`src/rtl/irq_coal_pkg.sv`:
```
package irq_coal_pkg;
  localparam int DATA_W  = 32;
  localparam int BIT_ERR = 12;
  localparam int BIT_RX  = 16;
  localparam int BIT_TX  = 24;
  localparam logic [DATA_W-1:0] IMPL_BITS =
    (DATA_W'(1) << BIT_ERR) | (DATA_W'(1) << BIT_RX) | (DATA_W'(1) << BIT_TX);

  typedef enum logic [1:0] {
    SEL_STAT = 2'd0,
    SEL_MASK = 2'd1,
    SEL_COAL = 2'd2,
    SEL_NONE = 2'd3
  } reg_sel_e;
endpackage

```
`src/rtl/rx_coal_engine.sv`:
```
module rx_coal_engine #(
  parameter int CNT_W = 8,
  parameter int TMR_W = 24
) (
  input  logic             clk,
  input  logic             rst_n,
  input  logic             rx_done,
  input  logic [CNT_W-1:0] thr,
  input  logic [TMR_W-1:0] tout,
  output logic             fire
);
  localparam logic [CNT_W-1:0] CNT_MAX = {CNT_W{1'b1}};
  localparam logic [TMR_W-1:0] TMR_MAX = {TMR_W{1'b1}};

  logic [CNT_W-1:0] cnt_q, cnt_inc;
  logic [TMR_W-1:0] tmr_q, tmr_inc;
  logic             pending, cnt_hit, tmr_hit;

  assign pending = (cnt_q != '0);
  assign cnt_inc = (cnt_q == CNT_MAX) ? cnt_q : cnt_q + CNT_W'(rx_done);
  assign tmr_inc = (tmr_q == TMR_MAX) ? tmr_q : tmr_q + TMR_W'(1);
  assign cnt_hit = (thr != '0) && rx_done && (cnt_inc >= thr);
  assign tmr_hit = (tout != '0) && pending && (tmr_inc >= tout);
  assign fire    = cnt_hit | tmr_hit;

  always_ff @(posedge clk or negedge rst_n) begin
    if (!rst_n) begin
      cnt_q <= '0;
      tmr_q <= '0;
    end else if (fire) begin
      cnt_q <= '0;
      tmr_q <= '0;
    end else begin
      cnt_q <= cnt_inc;
      tmr_q <= pending ? tmr_inc : '0;
    end
  end

  assert_quiet_disabled_R10: assert property (@(posedge clk) disable iff (!rst_n)
    (thr == '0 && tout == '0) |-> !fire);
  assert_timer_idle_R8: assert property (@(posedge clk) disable iff (!rst_n)
    (cnt_q == '0) |-> (tmr_q == '0));
  assert_fire_resets_R9: assert property (@(posedge clk) disable iff (!rst_n)
    fire |=> (cnt_q == '0 && tmr_q == '0));
endmodule

```
`src/rtl/irq_regfile.sv`:
```
module irq_regfile
  import irq_coal_pkg::*;
#(
  parameter int CNT_W = 8,
  parameter int TMR_W = 24
) (
  input  logic              clk,
  input  logic              rst_n,
  input  logic              we,
  input  logic [1:0]        sel,
  input  logic [DATA_W-1:0] wdata,
  input  logic              rx_evt,
  input  logic              tx_evt,
  input  logic              err_evt,
  output logic [CNT_W-1:0]  thr,
  output logic [TMR_W-1:0]  tout,
  output logic [DATA_W-1:0] rdata,
  output logic              irq
);
  localparam logic [DATA_W-1:0] COAL_RST = DATA_W'(1) << TMR_W;

  logic [DATA_W-1:0] stat_q, mask_q, coal_q, set_v, clr_v;
  logic              wr_stat;

  assign wr_stat = we && (sel == SEL_STAT);
  assign set_v   = ({{(DATA_W-1){1'b0}}, rx_evt}  << BIT_RX) |
                   ({{(DATA_W-1){1'b0}}, tx_evt}  << BIT_TX) |
                   ({{(DATA_W-1){1'b0}}, err_evt} << BIT_ERR);
  assign clr_v   = wr_stat ? (wdata & IMPL_BITS) : '0;

  always_ff @(posedge clk or negedge rst_n) begin
    if (!rst_n) begin
      stat_q <= '0;
      mask_q <= '0;
      coal_q <= COAL_RST;
    end else begin
      stat_q <= (stat_q & ~clr_v) | set_v;
      if (we && sel == SEL_MASK) mask_q <= wdata & IMPL_BITS;
      if (we && sel == SEL_COAL) coal_q <= wdata;
    end
  end

  assign thr  = coal_q[DATA_W-1 -: CNT_W];
  assign tout = coal_q[TMR_W-1:0];
  assign irq  = |(stat_q & mask_q);

  always_comb begin
    unique case (sel)
      SEL_STAT: rdata = stat_q;
      SEL_MASK: rdata = mask_q;
      SEL_COAL: rdata = coal_q;
      default:  rdata = '0;
    endcase
  end

  assert_tx_sets_R2: assert property (@(posedge clk) disable iff (!rst_n)
    tx_evt |=> stat_q[BIT_TX]);
  assert_err_sets_R2: assert property (@(posedge clk) disable iff (!rst_n)
    err_evt |=> stat_q[BIT_ERR]);
  assert_rx_flag_R7: assert property (@(posedge clk) disable iff (!rst_n)
    rx_evt |=> stat_q[BIT_RX]);
  assert_w1c_R3: assert property (@(posedge clk) disable iff (!rst_n)
    wr_stat |=> ((stat_q & $past(wdata & IMPL_BITS & ~set_v)) == '0));
  assert_irq_masked_R5: assert property (@(posedge clk) disable iff (!rst_n)
    (mask_q == '0) |-> !irq);
  assert_keep_stat_R11: assert property (@(posedge clk) disable iff (!rst_n)
    (!wr_stat && !rx_evt && !tx_evt && !err_evt) |=> $stable(stat_q));
endmodule

```
`src/rtl/irq_coalesce_ctrl.sv`:
```
module irq_coalesce_ctrl
  import irq_coal_pkg::*;
#(
  parameter int CNT_W = 8,
  parameter int TMR_W = DATA_W - CNT_W
) (
  input  logic              clk,
  input  logic              rst_n,
  input  logic              rx_done,
  input  logic              tx_done,
  input  logic              desc_err,
  input  logic              reg_we,
  input  logic [1:0]        reg_sel,
  input  logic [DATA_W-1:0] reg_wdata,
  output logic [DATA_W-1:0] reg_rdata,
  output logic              irq
);
  logic [CNT_W-1:0] thr;
  logic [TMR_W-1:0] tout;
  logic             rx_fire;

  rx_coal_engine #(.CNT_W(CNT_W), .TMR_W(TMR_W)) u_engine (
    .clk     (clk),
    .rst_n   (rst_n),
    .rx_done (rx_done),
    .thr     (thr),
    .tout    (tout),
    .fire    (rx_fire)
  );

  irq_regfile #(.CNT_W(CNT_W), .TMR_W(TMR_W)) u_regs (
    .clk     (clk),
    .rst_n   (rst_n),
    .we      (reg_we),
    .sel     (reg_sel),
    .wdata   (reg_wdata),
    .rx_evt  (rx_fire),
    .tx_evt  (tx_done),
    .err_evt (desc_err),
    .thr     (thr),
    .tout    (tout),
    .rdata   (reg_rdata),
    .irq     (irq)
  );

  assert_reset_quiet_R1: assert property (@(posedge clk)
    $rose(rst_n) |-> !irq);
endmodule

```
`config.mk`:
```
export PLATFORM = sky130hd
export DESIGN_NAME = irq_coalesce_ctrl
export DESIGN_NICKNAME = d
export VERILOG_FILES = /design/src/rtl/irq_coal_pkg.sv /design/src/rtl/rx_coal_engine.sv /design/src/rtl/irq_regfile.sv /design/src/rtl/irq_coalesce_ctrl.sv
export SDC_FILE = /design/constraint.sdc
export NUM_CORES = 1
export LEC_CHECK = 0
export BUFFER_PORTS_ARGS = -buffer_cell sky130_fd_sc_hd__buf_2
export CAP_MARGIN = 0
export CELL_PAD_IN_SITES_DETAIL_PLACEMENT = 0
export CELL_PAD_IN_SITES_GLOBAL_PLACEMENT = 2
export CORE_UTILIZATION = 36
export CTS_CLUSTER_DIAMETER = 40
export DETAILED_ROUTE_END_ITERATION = 16
export GPL_TIMING_DRIVEN = 0
export PLACE_DENSITY = 0.88
export SETUP_SLACK_MARGIN = 0.05
export SKIP_LAST_GASP = 1
export SLEW_MARGIN = 20
export SYNTH_ARGS = -nofsm -noshare
export SYNTH_HDL_FRONTEND = slang
export SYNTH_SLANG_ARGS = --single-unit
```
`constraint.sdc`:
```
create_clock -name clk -period 4.03 [get_ports clk]
set_clock_uncertainty 0.2 [all_clocks]
set_input_delay 0.806 -clock clk [delete_from_list [all_inputs] [get_ports clk]]
set_output_delay 0.806 -clock clk [all_outputs]
set_load 0.01 [all_outputs]
```
==> reports/results.txt, run 1 <==
Status: complete, no violations
Leading area contributor after synthesis: dfrtp_1
Largest stage delay, worst path: 430 ps
Initial antenna violation count: 0
Seq pwr share: 0.383
DR DRC count: 0
Worst-Margin Slew: 688 ps
Placed insts: 663
Area growth syn-to-layout: 22.6%
Min cycle time layout: 3740 ps
Average wire per standard cell: 16.0 µm
Detail Route Antenna Nets: 0
Worst Setup Slack, final: 292 ps
Cells after Synth: 444
Antenna diodes: 0
Clk buf depth: 2
CP max-delay cell: dfrtp_1
Port bufs: 71
Clk pwr share: 0.329
Setup violations, final: 0
Final worst-path cycle share: 0.928
Switching power: 819 µW
CP max FO: 9
Die width: 113 µm
CTS buffer count: 9
Vias in the first global route: 3638
Pre-antenna DRT Iters: 4
Top_reg_cell synth: dfrtp_1
Routed vias: 3515
CP required: 4060 ps
WL final: 11000 µm
Sw Ratio: 0.320
Buf/Inv on CP: 1
Sequential fraction of the synthesis area: 0.398
Clock Latency Late Sink: 340 ps
Max IR drop VDD: 196 µV
Top cells by area, synth: dfrtp_1 39%, ha_1 9.9%, mux2_2 9.2%, and2_1 4.4%, nor2b_1 3.8%
Grt total ovfl: 0
Netlist cell types: 54
CTS tree: yes
Slew Limit Fails: 0
Final Hold Vio Count: 0
# IOs: 73
Initial core utilization: 0.369
Fraction of registers with async set/reset: 1.00
Synth cell count leaders: 69 x dfrtp_1, 37 x inv_1, 36 x mux2_2
Syn_area_per_cell: 9.93 µm²
Most frequent cell after synthesis: dfrtp_1
Pre-CTS setup slack: -229 ps
Non-filler cells, final: 684
Top cell type's share of synthesized area: 0.392
Fraction of layout cells with a size suffix above 1: 0.276
Power density cells: 474 nW/µm²
Max capacitance violation total: 0
Leak Pwr: 2.70 nW
Clock sinks: 70
Cell family with most CP delay: simple AND/OR/NAND/NOR gates
Cell area after synthesis: 4410 µm²
Largest net degree at the start of global routing: 45
Clk root buf: clkbuf_16
Max Clk Rate: 268 MHz
Number of enable flip-flop cells after synthesis: 0
Std cell rows: 40
Overall Global Routing Usage: 0.187
Post-Syn Nets: 519
Crit end category: flip-flop
Cell-internal power: 1.74 mW
H-tree levels: 3
Hpwl dp: 8650 µm
Die ar.: 12700 µm²
First-pass GRT wire length: 18200 µm
CP arrival: 3770 ps
Initial DRC Count: 97
Register clock-pin slew on the reported worst setup and hold paths: 50 ps
Vias/cell: 5.14
Crit start category: flip-flop
Min-delay worst type: primary input to asynchronous set/reset pin
Nets: 607
Die Height: 113 µm
Area post-placement: 4980 µm²
Final instance area: 5400 µm²
Core ar.: 12000 µm²
Final setup TNS: 0 ps
Fillers: 1137
Synth warn: 0
Relative slew slack: 0.542
Crit-path cells: nand4_1 -> nor4_4 -> o311ai_4 -> or3_1 -> xnor2_2 -> ha_1 -> nand4_1 -> nor4_4 -> a221o_1 -> a41oi_4 -> o311ai_4 -> buf_12 -> a311oi_1
Power share of the combinational group: 0.288
Routability cong.: 0.787
Crit path kind: flip-flop to flip-flop
Unrepaired setup endpoints after global routing: no
FF+latch count, synth: 70
==> registers in the layout (all words and copies together) (netlist names) <==
name            cells
u_regs.mask_q       3
u_regs.coal_q      32
u_engine.cnt_q      8
u_engine.tmr_q     24
u_regs.stat_q       3
==> metal layers <==
layer / global-route usage / up-vias / wire (µm)
met1: 0.222 / 1698 / 4840
met5: 0 / - / 0
met2: 0.332 / 61 / 5530
met3: 0.0367 / 14 / 385
met4: 0.0711 / 0 / 208
li1: - / 1742 / -
==> logic make-up (layout without fill, tap and decap cells) <==
family	after synthesis	count (layout)	synth area share
AND/OR/NAND/NOR	174	174	0.226
flip-flops	70	70	0.398
AO/OA/AOI/OAI	52	52	0.0843
buffers and inverters	48	141	0.0417
multiplexers	42	42	0.106
adder cells (fa/ha/maj)	35	35	0.0993
XOR/XNOR	23	23	0.0457
==> final cells by class <==
class,instances,area [µm²],area share
multi-input combinational,326,2530,0.467
sequential,70,1750,0.324
timing repair buffer,77,435,0.0806
clock buffer,12,246,0.0456
tap,147,184,0.0340
inverter,37,139,0.0257
clock inverter,4,70.1,0.0130
buffer,11,50.0,0.00926
==> layout by cell type, fill, tap and decap left out, types with 2 or more instances in the layout <==
| cell | instances |
|---|---|
| ha_1 | 35 |
| mux2i_1 | 6 |
| a31oi_1 | 3 |
| a221o_1 | 2 |
| and4_1 | 2 |
| o21a_1 | 2 |
| buf_1 | 3 |
| dfrtp_1 | 69 |
| mux2_2 | 36 |
| clkinv_2 | 2 |
| nor2_1 | 14 |
| or4_1 | 3 |
| and2_1 | 31 |
| xnor2_1 | 8 |
| bufinv_16 | 2 |
| a21oi_1 | 17 |
| clkbuf_1 | 7 |
| and3_2 | 3 |
| o211ai_1 | 2 |
| nor3_1 | 7 |
| and2_2 | 2 |
| a21o_1 | 4 |
| buf_2 | 71 |
| nand2b_1 | 5 |
| nor2b_1 | 27 |
| nor4_1 | 9 |
| xor2_1 | 14 |
| nand3_1 | 20 |
| clkbuf_16 | 9 |
| and3_1 | 3 |
| nand2_1 | 27 |
| o21ai_0 | 10 |
| o311ai_4 | 2 |
| nand4_1 | 10 |
| buf_4 | 6 |
| nor4_4 | 2 |
| inv_1 | 37 |
==> power groups by stage <==
| stage | logic, mW | registers, mW | clock network [mW] |
|---|---|---|---|
| CTS | 0.733 | 0.980 | 0.860 |
| detailed placement | 0.713 | 0.988 | 0 |
| global route | 0.839 | 1.00 | 0.891 |
| finish | 0.736 | 0.981 | 0.842 |
| floorplan | 0.511 | 0.938 | 0 |
| global placement | 0.680 | 0.984 | 0 |
==> timing repair <==
action | CTS | global route
hold buffers | 0 | 0
pin swaps | 2 | 3
gates cloned | 0 | 0
buffers inserted | 2 | 3
resized for setup | 2 | 9
setup endpoints to repair | 29 | 32
==> worst reg2reg max path: stages (launching register included) <==
cell	delay (ps)
dfrtp_1	430
nand4_1	210
nor4_4	310
o311ai_4	200
or3_1	390
xnor2_2	220
ha_1	290
nand4_1	190
nor4_4	60
a221o_1	360
a41oi_4	260
o311ai_4	120
buf_12	170
a311oi_1	230
==> final timing paths <==
path                              startpoint                 to  slack, ps  depth (start not counted)
min reg2reg                u_regs.stat_q[16]  u_regs.stat_q[16]        300                          1
min in group clk           u_regs.stat_q[16]  u_regs.stat_q[16]        300                          1
min                                    rst_n  u_engine.cnt_q[0]        190                          1
max reg2reg                u_engine.tmr_q[2]  u_engine.cnt_q[6]        290                         13
max in group asynchronous              rst_n  u_regs.coal_q[24]       2860                          2
max                        u_engine.tmr_q[2]  u_engine.cnt_q[6]        290                         13
==> per-stage QoR <==
stage / hold WS, ps / power [mW] / utilization
2_1_floorplan: 270 / 1.45 / -
3_3_place_gp: 290 / 1.66 / 0.414
3_5_place_dp: 295 / 1.70 / 0.416
4_1_cts: 197 / 2.57 / 0.446
5_1_grt: 213 / 2.73 / 0.452
6_report: 186 / 2.56 / 0.452
(Power assumes the default switching activity.)
==> run 2, diff against run 1 <==
--- a/config.mk
+++ b/config.mk
@@ -9,6 +9,7 @@
 export CAP_MARGIN = 0
 export CELL_PAD_IN_SITES_DETAIL_PLACEMENT = 0
 export CELL_PAD_IN_SITES_GLOBAL_PLACEMENT = 2
+export CORE_MARGIN = 3
 export CORE_UTILIZATION = 36
 export CTS_CLUSTER_DIAMETER = 40
 export DETAILED_ROUTE_END_ITERATION = 16
==> run 2 against run 1 <==
Net effect:
- sequential cell count unchanged
- hold slack worse by 11 ps
- via count down 0.94%
- clock power is essentially flat
- setup slack improved by 18 ps
- clock-buffer cell count is 3 lower
- critical path depth increased by 1
- critical path type unchanged
==> reports/results.txt, run 2 (synthesized netlist as in run 1, its figures left out) <==
Final instance area: 5430 µm²
Non-filler cells, final: 682
Worst Setup Slack, final: 310 ps
Largest net degree at the start of global routing: 47
CP required: 4090 ps
Largest register FFs: 32
Grt total ovfl: 0
Crit path kind: flip-flop to flip-flop
Max Clk Rate: 269 MHz
# IOs: 73
Die Height: 117 µm
Biggest register: u_regs.coal_q
Leading cell types in the layout, fill and taps excluded: 70 x buf_2, 69 x dfrtp_1, 37 x inv_1
Initial antenna violation count: 1
CP max FO: 10
Worst-Margin Slew: 638 ps
Vias/cell: 5.11
Detail Route Antenna Nets: 0
Initial core utilization: 0.376
Max IR drop VDD: 356 µV
Core ar.: 11700 µm²
WL final: 10800 µm
Die width: 117 µm
Hpwl dp: 8690 µm
Core Util, Final: 0.464
Min-delay worst type: primary input to asynchronous set/reset pin
CP max-delay cell: dfrtp_1
Die ar.: 13600 µm²
Max capacitance violation total: 0
Crit-path cells: ha_2 -> nand4_1 -> nor2_2 -> nand2_1 -> nor4_2 -> xor2_1 -> ha_1 -> nand4_1 -> nor4_4 -> a221o_1 -> a41oi_4 -> o211ai_2 -> clkbuf_4 -> nor2b_1
Area post-placement: 4970 µm²
Area growth syn-to-layout: 23.2%
Nets: 609
Largest stage delay, worst path: 380 ps
Most common cell after layout, fill and taps aside: buf_2
Buf/Inv on CP: 1
Final Hold Vio Count: 0
Status: complete, no violations
Crit end category: flip-flop
Clock Latency Late Sink: 330 ps
Antenna diodes: 0
Power density cells: 472 nW/µm²
Worst flop-to-flop path endpoint: u_engine.tmr_q[7]
Port bufs: 71
CP arrival: 3780 ps
Post-layout power: 2.56 mW
Routed vias: 3482
Setup violations, final: 0
H-tree levels: 3
Fraction of layout cells with a size suffix above 1: 0.288
Worst r2r src: u_engine.tmr_q[1]
Pre-CTS setup slack: -179 ps
CTS tree: yes
Top cell by count, worst path: nand4_1
Pre-antenna DRT Iters: 4
Clk buf depth: 2
Average wire per standard cell: 15.9 µm
Min cycle time layout: 3720 ps
DR DRC count: 0
Clock sinks: 70
Cell family with most CP delay: simple AND/OR/NAND/NOR gates
Final worst-path cycle share: 0.923
CTS buffer count: 9
Largest registers: u_regs.coal_q: 32 flops, u_engine.tmr_q: 24 flops, u_engine.cnt_q: 8 flops
Initial DRC Count: 106
Std cell rows: 39
Reg2Reg Depth: 14
Slew Limit Fails: 0
Unrepaired setup endpoints after global routing: no
Worst R2R Setup Slack: 310 ps
Clk root buf: clkbuf_16
Register clock-pin slew on the reported worst setup and hold paths: 60 ps
Relative slew slack: 0.574
Leak Pwr: 2.70 nW
First-pass GRT wire length: 17800 µm
Vias in the first global route: 3493
Crit start category: flip-flop
Placed insts: 659
Overall Global Routing Usage: 0.169
Routability cong.: 0.832
run 2: changes by cell type in the layout (fill, tap and decap cells not counted), sizes merged:
cell / previous run / this run
buf: 82 / 83
clkbuf: 18 / 16
clkinvlp: 0 / 2
inv: 37 / 38
run 2: worst reg2reg max path, stage by stage, from the launching register on:
cell      delay, ps
dfrtp_1         380
ha_2            210
nand4_1         220
nor2_2          250
nand2_1          90
nor4_2          260
xor2_1          330
ha_1            300
nand4_1         210
nor4_4           60
a221o_1         370
a41oi_4         260
o211ai_2        180
clkbuf_4        220
nor2b_1         110
run 2: timing repair:
| item | in CTS | in global routing |
|---|---|---|
| hold buffers | 0 | 0 |
| buffers inserted | 3 | 4 |
| gates resized for setup | 4 | 9 |
| cloned | 0 | 0 |
| pin swaps | 2 | 4 |
| endpoints found under the setup margin | 29 | 32 |
run 2: worst max-delay path by stage:
stage	cells after the start	end	slack [ps]	from
floorplan	13	u_engine.tmr_q[14]	690	u_engine.tmr_q[8]
global placement	13	u_engine.tmr_q[19]	-150	u_engine.tmr_q[8]
detailed placement	13	u_engine.tmr_q[15]	-180	u_engine.tmr_q[8]
CTS	14	u_engine.tmr_q[15]	50	u_engine.tmr_q[0]
global route	15	u_engine.tmr_q[5]	50	u_engine.tmr_q[1]
finish	14	u_engine.tmr_q[7]	310	u_engine.tmr_q[1]
run 2: final cells by class:
class                           instances  area, µm²
Buffer                                 11       50.0
Clock buffer                            9        225
Clock inverter                          7       97.6
Fill cell                            1110       6280
Inverter                               37        139
Multi-Input combinational cell        326       2540
Sequential cell                        70       1750
Tap cell                              143        179
Timing Repair Buffer                   79        450
run 2: through the flow:
step           hold WS [ps]  setup TNS, ps
3_5_place_dp            298          -4310
5_1_grt                 200              0
2_1_floorplan           270              0
3_3_place_gp            295          -3660
6_report                175              0
4_1_cts                 185              0
run 2: power by group:
group | switching, mW | total [mW] | internal (mW) | leakage [nW]
combinational | 0.385 | 0.745 | 0.360 | 1.67
clock | 0.301 | 0.844 | 0.543 | 0.152
sequential | 0.140 | 0.974 | 0.834 | 0.874
run 2: per-layer routing:
layer	global-route usage	part of all wire	vias to the layer above
met2	0.275	0.48	70
met1	0.226	0.47	1652
met3	0.0420	0.043	12
met4	0.0436	0.012	2
met5	0	0.00092	-
li1	-	-	1746
==> run 3, diff against run 2 <==
--- a/config.mk
+++ b/config.mk
@@ -5,16 +5,17 @@
 export SDC_FILE = /design/constraint.sdc
 export NUM_CORES = 1
 export LEC_CHECK = 0
-export BUFFER_PORTS_ARGS = -buffer_cell sky130_fd_sc_hd__buf_2
+export BUFFER_PORTS_ARGS = -buffer_cell sky130_fd_sc_hd__buf_4
 export CAP_MARGIN = 0
 export CELL_PAD_IN_SITES_DETAIL_PLACEMENT = 0
 export CELL_PAD_IN_SITES_GLOBAL_PLACEMENT = 2
+export CORE_ASPECT_RATIO = 0.75
 export CORE_MARGIN = 3
 export CORE_UTILIZATION = 36
 export CTS_CLUSTER_DIAMETER = 40
 export DETAILED_ROUTE_END_ITERATION = 16
 export GPL_TIMING_DRIVEN = 0
-export PLACE_DENSITY = 0.88
+export PLACE_DENSITY = 0.89
 export SETUP_SLACK_MARGIN = 0.05
 export SKIP_LAST_GASP = 1
 export SLEW_MARGIN = 20
==> run 3 against run 2 <==
Net effect:
- clock-buffer cell count grew 3
- cell count grew 2.2%
- sequential power grew 1%
- design area grew 3.0%
- critical path type unchanged
- highest routed layer is now met4
- die area grew 0.10%
- critical endpoint is now u_engine.tmr_q[3]
==> reports/results.txt, run 3 (synthesized netlist as in run 1, its figures left out) <==
CTS tree: yes
Switching power: 836 µW
Overall Global Routing Usage: 0.180
Largest stage delay, worst path: 400 ps
Initial antenna violation count: 0
Status: complete, no violations
Worst-Margin Slew: 913 ps
Hold-fix buffers at CTS: 0
CP Depth: 14
Crit start category: flip-flop
Area post-placement: 5140 µm²
Antenna diodes: 0
Die ar.: 13600 µm²
Relative slew slack: 0.391
Crit end category: flip-flop
Nets: 605
Routed vias: 3576
Grt total ovfl: 0
Max Clk Rate: 265 MHz
Std cell rows: 34
Reg2Reg Depth: 14
Pre-antenna DRT Iters: 4
Fillers: 1099
Port bufs: 71
Fraction of layout cells with a size suffix above 1: 0.286
Worst Hold Slack: 314 ps
CP max-delay cell: dfrtp_1
Clk buf depth: 2
Most common cell after layout, fill and taps aside: buf_4
CP max FO: 10
CP arrival: 3790 ps
Min-delay worst type: flip-flop to flip-flop
Setup violations, final: 0
Biggest register: u_regs.coal_q
Clock Latency Late Sink: 330 ps
Leak Pwr: 2.72 nW
CP required: 4050 ps
DR DRC count: 0
Storage cell area: 1750 µm²
Min cycle time layout: 3770 ps
Slew Limit Fails: 0
Max IR drop VDD: 235 µV
H-tree levels: 3
# IOs: 73
Clk root buf: clkbuf_16
Initial core utilization: 0.374
Core ar.: 11800 µm²
Vias/cell: 5.13
WL final: 11700 µm
Max capacitance violation total: 0
Area growth syn-to-layout: 26.9%
Cell-internal power: 1.71 mW
Seq pwr share: 0.387
Largest register FFs: 32
Leading cell types in the layout, fill and taps excluded: 76 x buf_4, 69 x dfrtp_1, 37 x inv_1
First-pass GRT wire length: 19000 µm
Worst R2R Setup Slack: 260 ps
Power share of the combinational group: 0.297
Die Height: 102 µm
Non-filler cells, final: 697
Initial DRC Count: 218
Clk pwr share: 0.316
Hpwl dp: 9060 µm
Detail Route Antenna Nets: 0
Area occupied by multi-input gates: 2580 µm²
Largest registers: u_regs.coal_q: 32 flops, u_engine.tmr_q: 24 flops, u_engine.cnt_q: 8 flops
Hold depth: 1
CTS buffer count: 9
Average wire per standard cell: 16.9 µm
Crit path kind: flip-flop to flip-flop
Sw Ratio: 0.328
Register clock-pin slew on the reported worst setup and hold paths: 60 ps
Vias in the first global route: 3588
Cell family with most CP delay: compound AO/OA/AOI/OAI gates
Final worst-path cycle share: 0.936
Routability cong.: 0.866
Crit-path cells: ha_2 -> nand4_1 -> buf_4 -> o311ai_4 -> nor3_1 -> xor2_1 -> ha_1 -> nand4_1 -> nor4_4 -> a221o_1 -> a41oi_4 -> o211ai_4 -> buf_4 -> nor2b_1
Final Hold Vio Count: 0
Die width: 134 µm
Placed insts: 677
Buf/Inv on CP: 2
Post-layout power: 2.54 mW
Power density cells: 455 nW/µm²
Largest net degree at the start of global routing: 71
Unrepaired setup endpoints after global routing: no
Final instance area: 5600 µm²
Clock sinks: 70
==> run 3: layout make-up <==
| type | count | share of cell area |
|---|---|---|
| buffer | 11 | 0.0101 |
| clock buffer | 12 | 0.0458 |
| clock inverter | 4 | 0.00805 |
| inverter | 37 | 0.0248 |
| multi-input combinational | 326 | 0.461 |
| sequential | 70 | 0.313 |
| tap | 162 | 0.0362 |
| timing repair buffer | 75 | 0.101 |
==> run 3: metal layers <==
layer | track usage | share of wire | up-vias
met4 | 0.0522 | 0.015 | 0
met1 | 0.263 | 0.50 | 1731
li1 | - | - | 1737
met3 | 0.0472 | 0.066 | 14
met2 | 0.263 | 0.42 | 94
met5 | 0 | 0 | -
==> run 3: path summary, 6_finish.rpt <==
path | from | to
setup reg to reg | u_engine.tmr_q[0] | u_engine.tmr_q[3]
setup / recovery | u_engine.tmr_q[0] | u_engine.tmr_q[3]
hold / removal | u_regs.stat_q[24] | u_regs.stat_q[24]
min in group asynchronous | rst_n | u_engine.tmr_q[18]
max in group asynchronous | rst_n | u_regs.coal_q[17]
hold reg to reg | u_regs.stat_q[24] | u_regs.stat_q[24]
==> run 3: per-stage QoR <==
stage / TNS, ps / setup slack, ps / utilization
2_1_floorplan: 0 / 688 / -
3_3_place_gp: -2230 / -147 / 0.437
3_5_place_dp: -1500 / -106 / 0.437
4_1_cts: 0 / 58.2 / 0.465
5_1_grt: 0 / 53.7 / 0.475
6_report: 0 / 256 / 0.475
==> run 3: what timing repair did <==
action | 4_1_cts | 5_1_grt
pin swaps | 0 | 6
gates cloned | 0 | 0
resized for setup | 5 | 17
setup buffers | 0 | 4
setup endpoints to repair | 29 | 32
==> run 3: power by group through the flow <==
stage	combinational [mW]	sequential (mW)	clock (mW)
after floorplan	0.511	0.938	0
after global routing	0.861	1.01	0.851
final	0.756	0.984	0.804
after global placement	0.713	0.987	0
after CTS	0.747	0.982	0.822
after detailed placement	0.729	0.993	0
